File: src/rtl/seg_addr_pkg.sv
package seg_addr_pkg;

  localparam int SEG_COUNT = 4;

  typedef enum logic [1:0] {
    SEL_EXTRA = 2'b00,
    SEL_CODE  = 2'b01,
    SEL_STACK = 2'b10,
    SEL_DATA  = 2'b11
  } seg_sel_e;

endpackage

File: src/rtl/seg_base_regs.sv
// Bank of segment base registers: one write port, one combinational read port.
module seg_base_regs #(
  parameter int SEG_W   = 16,
  parameter int NUM_SEG = 4,
  localparam int SEL_W  = $clog2(NUM_SEG)
) (
  input  logic             clk,
  input  logic             rst,
  input  logic             we,
  input  logic [SEL_W-1:0] wsel,
  input  logic [SEG_W-1:0] wdata,
  input  logic [SEL_W-1:0] rsel,
  output logic [SEG_W-1:0] rdata
);

  logic [SEG_W-1:0] base_q [NUM_SEG];

  for (genvar i = 0; i < NUM_SEG; i++) begin : g_base
    always_ff @(posedge clk) begin
      if (rst) begin
        base_q[i] <= '0;
      end else if (we && (wsel == SEL_W'(i))) begin
        base_q[i] <= wdata;
      end
    end

    // a write aimed elsewhere leaves this register untouched
    p_other_stable_r7: assert property (@(posedge clk) disable iff (rst)
      (we && (wsel != SEL_W'(i))) |=> $stable(base_q[i]));
  end

  // Read returns the pre-write value in the cycle of a write
  assign rdata = base_q[rsel];

  // the written value lands in the selected register
  p_write_lands_r7: assert property (@(posedge clk) disable iff (rst)
    we |=> (base_q[$past(wsel)] == $past(wdata)));

endmodule

File: src/rtl/seg_offset_adder.sv
// Shift-and-add of base and offset, truncated to the physical width.
module seg_offset_adder #(
  parameter int SEG_W = 16,
  parameter int OFF_W = 16,
  parameter int SHIFT = 4,
  parameter int PA_W  = 20
) (
  input  logic [SEG_W-1:0] seg,
  input  logic [OFF_W-1:0] off,
  output logic [PA_W-1:0]  pa
);

  logic [PA_W-1:0] base_ext;
  logic [PA_W-1:0] off_ext;

  always_comb begin
    base_ext = PA_W'({seg, {SHIFT{1'b0}}});
    off_ext  = PA_W'(off);
    pa       = base_ext + off_ext;   // modulo 2^PA_W wrap
  end

endmodule

File: src/rtl/seg_phys_addr_gen.sv
module seg_phys_addr_gen
  import seg_addr_pkg::*;
#(
  parameter int SEG_W   = 16,
  parameter int OFF_W   = 16,
  parameter int SHIFT   = 4,
  parameter int PA_W    = 20,
  parameter int NUM_SEG = SEG_COUNT,
  localparam int SEL_W  = $clog2(NUM_SEG)
) (
  input  logic             clk,
  input  logic             rst,
  input  logic             seg_we,
  input  logic [SEL_W-1:0] seg_wsel,
  input  logic [SEG_W-1:0] seg_wdata,
  input  logic             req,
  input  logic [SEL_W-1:0] req_sel,
  input  logic [OFF_W-1:0] req_off,
  output logic             pa_valid,
  output logic [PA_W-1:0]  pa_addr
);

  logic [SEG_W-1:0] sel_base;
  logic [PA_W-1:0]  pa_next;

  seg_base_regs #(.SEG_W(SEG_W), .NUM_SEG(NUM_SEG)) u_regs (
    .clk   (clk),
    .rst   (rst),
    .we    (seg_we),
    .wsel  (seg_wsel),
    .wdata (seg_wdata),
    .rsel  (req_sel),
    .rdata (sel_base)
  );

  seg_offset_adder #(.SEG_W(SEG_W), .OFF_W(OFF_W), .SHIFT(SHIFT), .PA_W(PA_W)) u_add (
    .seg (sel_base),
    .off (req_off),
    .pa  (pa_next)
  );

  always_ff @(posedge clk) begin
    if (rst) begin
      pa_valid <= 1'b0;
      pa_addr  <= '0;
    end else begin
      pa_valid <= req;
      if (req) pa_addr <= pa_next;
    end
  end

  // valid follows the strobe by one cycle
  p_valid_follow_r5: assert property (@(posedge clk) disable iff (rst)
    req |=> pa_valid);
  p_valid_idle_r5: assert property (@(posedge clk) disable iff (rst)
    !req |=> !pa_valid);
  // address holds when idle
  p_addr_hold_r5: assert property (@(posedge clk) disable iff (rst)
    !req |=> $stable(pa_addr));
  // low bits below the shift come straight from the offset
  p_low_bits_r2: assert property (@(posedge clk) disable iff (rst)
    req |=> (pa_addr[SHIFT-1:0] == $past(req_off[SHIFT-1:0])));

endmodule

File: config.mk
export PLATFORM = sky130hd
export DESIGN_NAME = seg_phys_addr_gen
export DESIGN_NICKNAME = d
export VERILOG_FILES = /design/src/rtl/seg_addr_pkg.sv /design/src/rtl/seg_base_regs.sv /design/src/rtl/seg_offset_adder.sv /design/src/rtl/seg_phys_addr_gen.sv
export SDC_FILE = /design/constraint.sdc
export NUM_CORES = 1
export LEC_CHECK = 0
export BUFFER_PORTS_ARGS = -buffer_cell sky130_fd_sc_hd__buf_4
export CORE_ASPECT_RATIO = 0.8
export CORE_MARGIN = 8
export CORE_UTILIZATION = 50
export CTS_BUF_LIST = sky130_fd_sc_hd__clkbuf_8 sky130_fd_sc_hd__clkbuf_16
export CTS_CLUSTER_DIAMETER = 100
export DETAILED_ROUTE_END_ITERATION = 10
export HOLD_SLACK_MARGIN = 0.12
export PLACE_DENSITY_LB_ADDON = 0.08
export SLEW_MARGIN = 20
export SYNTH_ARGS = -nofsm -noshare
export SYNTH_HDL_FRONTEND = slang
export SYNTH_SLANG_ARGS = --single-unit
File: constraint.sdc
create_clock -name clk -period 7.6 [get_ports clk]
set_input_delay 1.52 -clock clk [delete_from_list [all_inputs] [get_ports clk]]
set_output_delay 1.52 -clock clk [all_outputs]
set_load 0.005 [all_outputs]
==> After elaboration in Yosys (flattened, before gate mapping) <==
Memories as Yosys holds them, arrays and structs flattened.
Index checks and enable logic that the tools add are counted.
{ "word_totals": {"reg_bits": 21, "mem_bits_rw": 64, "output_inout_bits": 21, "inputBits": 40, "n_memories": 1} }
{ "memory_table": {"columns": ["name", "words", "word_bits", "read_ports", "rd_ports_with_merged_regs", "wr", "line", "text"], "rows": [
  ["u_regs.base_q", 4, 16, 1, 0, 4, "seg_base_regs.sv:16", "logic [SEG_W-1:0] base_q [NUM_SEG];"]
]} }
{ "classes": {"bitwise": 4, "muxes": 18, "n_reduce_logical": 5, "n_addsub": 1, "n_eq_ne": 3} }
{ "ops": {"columns": ["operator", "count"], "rows": [
  ["$mux 16", 4],
  ["$add 20x16->20", 1],
  ["$mux 1", 14],
  ["$eq 2x2->1 const B", 2],
  ["$logic_and 1x1->1", 4],
  ["$or 1x1->1", 4],
  ["$eq 2x1->1 const B", 1],
  ["$logic_not 2->1", 1]
]} }

==> Depth between registers and ports, before layout <==
{ "logic_depth": {"depth_word": 6, "ltp_mapped": 11, "ltp_nobuf": 10} }

==> Modules after synthesis <==
From an unflattened synthesis, not the netlist that was laid out.
{ "hier_totals": {"hier_cells": 342, "area_unflattened_um2": 4286.6} }
{ "modules_own_cells": {"columns": ["mod", "seq_area_each_um2", "n_inst", "area_each_um2", "cells_per_inst"], "rows": [
  ["seg_base_regs", 1921.8, 1, 2813.9, 184],
  ["seg_phys_addr_gen", 420.4, 1, 760.7, 67],
  ["seg_offset_adder", 0.0, 1, 711.9, 91]
]} }

==> Worst setup path before layout <==
No wires, ideal clock.
{ "synth_path": {"kind": "input -> register", "from": "in req_sel[0]", "to": "reg pa_addr[18]", "t_arrival_ps": 4015, "stages": 10, "setup_time_ps": 122, "n_path_buf": 2, "setup_slack_ps": 3463, "cell_sequence": "buf_6 -> buf_2 -> mux4_2 -> ha_1 -> a21o_1 -> a31o_1 -> or3_1 -> o21ai_2 -> nor3_1 -> a311o_1"} }
{ "synth_between": {"elab_chain_cells": 2} }
{ "synth_rtl": {"columns": ["element", "line", "text"], "rows": [
  ["start: declaration", "seg_phys_addr_gen.sv:17", "input logic [SEL_W-1:0] req_sel,"],
  ["$mem_v2 4x16", null, null],
  ["$add 20x16->20", "seg_offset_adder.sv:19", "pa = base_ext + off_ext;"],
  ["end signal: assignment", "seg_phys_addr_gen.sv:48", "if (req) pa_addr <= pa_next;"],
  ["end: declaration", "seg_phys_addr_gen.sv:20", "output logic [PA_W-1:0] pa_addr"]
]} }
Every way passes these cells.
A chain may end at the register's enable or synchronous reset.

==> Worst setup path after layout <==
{ "layout_path": {"from": "in req_sel[0]", "to": "reg pa_addr[19]"} }
The elaborated chain is that of the path after synthesis.

==> impl_metrics.json <==
{
  "status": "completed",
  "ir_drop_v": 0.0000979,
  "vias_per_cell": 5.38,
  "max-cap-violations": 0,
  "grt.total_usage_pct": 15.6,
  "htree_levels": 3,
  "cp.required_ps": 7890,
  "fin_skew_ps": 6.81,
  "total_leakage_power_nw": 1.91,
  "setup_viol": 0,
  "r2r_cells": 8,
  "drive_gt1_share_pct": 27.2,
  "design_area_sq_um": 4830,
  "critical_path_class": "primary input to register",
  "antennaDiodeCount": 0,
  "synth_area_per_cell_sq_um": 13.0,
  "layout_commonest_cell": "and2_1",
  "drtIter0Drc": 150,
  "placed_area_sq_um": 4640,
  "end_kind": "register",
  "die_w_microns": 117,
  "cts_root_buf": "clkbuf_8",
  "grt_pass1_wl_microns": 13600,
  "setup_slack_ps": 3630,
  "cts_resized": 0,
  "ant_nets": 0,
  "final.setup.tns_ps": 0,
  "syn2layout_area_growth_pct": 18.0,
  "cts_num_sinks": 85,
  "fin_cells": 486,
  "yosys_most_used_dff": "edfxtp_1",
  "place_ws_ps": 3320,
  "dp_hpwl_microns": 6010,
  "antenna_found_initial": 0,
  "cts_tree": "done",
  "netlist_area_sq_um": 4090,
  "pin_count": 61,
  "wirelength_microns": 8550,
  "io_buffers": 60,
  "critPathLaunch": "req_sel[0]",
  "rr_startpoint": "u_regs.base_q[2][2]",
  "startpoint_type": "primary input",
  "fin_crit_sh_pct": 52.2,
  "post_cts_buffers": 0,
  "rows": 29,
  "tightestPinTransition_ps": 979,
  "hold_depth": 2,
  "ys_warn_count": 0,
  "ys_types": 45,
  "die_y_microns": 96.9,
  "min_period_ps": 3970,
  "most-common-layout-cells": "and2_1 (65), edfxtp_1 (64), buf_4 (60)",
  "cts_buffer_depth": 2,
  "initial_utilization_pct": 51.5,
  "synth_cells": 315,
  "vias": 2615,
  "dr.pass1.iters": 4,
  "hp-class": "register to register",
  "die-area_sq_um": 11400,
  "timing.fmax_ghz": 0.252,
  "place_congestion": 0.831,
  "fin_nets": 426,
  "crit_path_max_fanout": 16,
  "async_flop_share_pct": 0,
  "ys_seq_area_share_pct": 57.2,
  "power_mw": 1.05,
  "worstHoldStart": "pa_addr[15]",
  "drc": 0,
  "place_inst": 470,
  "wl_per_cell_microns": 17.6,
  "grt_pass1_vias": 2658,
  "rsz0062_at_grt": "false",
  "synth-edff-count": 64,
  "finalHoldViolCount": 0,
  "syn-num-nets": 368,
  "fillerInstances": 666,
  "holdBufCountCts": 0,
  "cp.arrival_ps": 4260,
  "clock_latency_ps": 350,
  "grt_overflow": 0,
  "powerDensity_nw_per_um2": 218,
  "cts_buffers": 9,
  "slew_headroom_pct": 34.4,
  "drv_slew": 0,
  "grt_max_degree": 26,
  "core_sq_um": 7950,
  "path_clk_slew_ps": 80,
  "yosys_register_bits": 85
}
[kinds of logic after synthesis]
logic type	share of synthesized area, %
simple gates	17.2
flops	57.2
compound gates	6.05
mux	11.0
buf+inv	2.23
fa+ha+maj	4.16
xor+xnor	2.14
[layout make-up]
type / count / area (sq um) / area share [%]
sequential: 85 / 2340 / 48.5
multi-input combinational: 208 / 1680 / 34.8
timing repair buffer: 60 / 450 / 9.32
tap: 108 / 135 / 2.80
clock buffer: 9 / 124 / 2.56
clock inverter: 7 / 66.3 / 1.37
inverter: 9 / 33.8 / 0.699
[sequential cells by signal (all words and copies together) (netlist names)]
name and flops:
pa_valid 1, u_regs.base_q 64, pa_addr 20
[synth_stat cells (2+ instances only)]
master     n  share of area (%)
clkbuf_1  10               0.92
xnor2_1    5                1.1
a21o_1     3               0.55
a211oi_1   2               0.37
nand4_1    2               0.31
edfxtp_1  64                 47
xor2_1     5                1.1
a31o_2     5                1.1
and3_1     2               0.31
nand3b_1   2               0.37
nand2b_1   5               0.76
o21a_1     2               0.37
o22ai_1    3               0.46
o21ai_0    5               0.61
dfxtp_1   21                 10
nor2_1    19                1.7
inv_1      8               0.73
nand4b_1   2               0.43
mux4_2    16                8.8
mux2i_1    9                2.2
ha_1      12                3.7
a21oi_1    8               0.98
nand3_1    3               0.37
nand2_1   12                1.1
nor3_1     6               0.73
and2_1    65                9.9
[layer usage]
| metal | share of wire [%] | global-route usage, % |
|---|---|---|
| met5 | 0 | 0 |
| met4 | 1.0 | 3.54 |
| met3 | 5.5 | 4.16 |
| met1 | 45 | 20.2 |
| met2 | 49 | 25.5 |
[where the power goes]
| part | leakage (nW) | total [mW] | internal [mW] | switching (mW) |
|---|---|---|---|---|
| clock network | 0.0945 | 0.306 | 0.150 | 0.156 |
| registers | 0.803 | 0.553 | 0.539 | 0.0143 |
| logic | 1.01 | 0.192 | 0.0949 | 0.0972 |
| total | 1.91 | 1.05 | 0.784 | 0.268 |
[final timing paths]
path | slack, ps | endpoint
setup / recovery | 3630 | pa_addr[19]
hold / removal | 470 | pa_addr[15]
setup reg to reg | 4810 | pa_addr[19]
hold reg to reg | 470 | pa_addr[15]
[per-stage QoR]
step | hold slack (ps) | utilization, %
2_1_floorplan | 449 | -
3_3_place_gp | 443 | 58.4
3_5_place_dp | 455 | 58.4
4_1_cts | 473 | 60.8
5_1_grt | 484 | 60.8
6_report | 465 | 60.8
[critical path: stages]
cell and delay [ps]:
buf_4 300, mux4_2 550, ha_1 340, a21oi_1 170, nand2_1 120, a311oi_1 640
a211oi_1 280, a31o_2 280, nand3_1 60
Note: power is estimated with default switching activity, not from simulation.
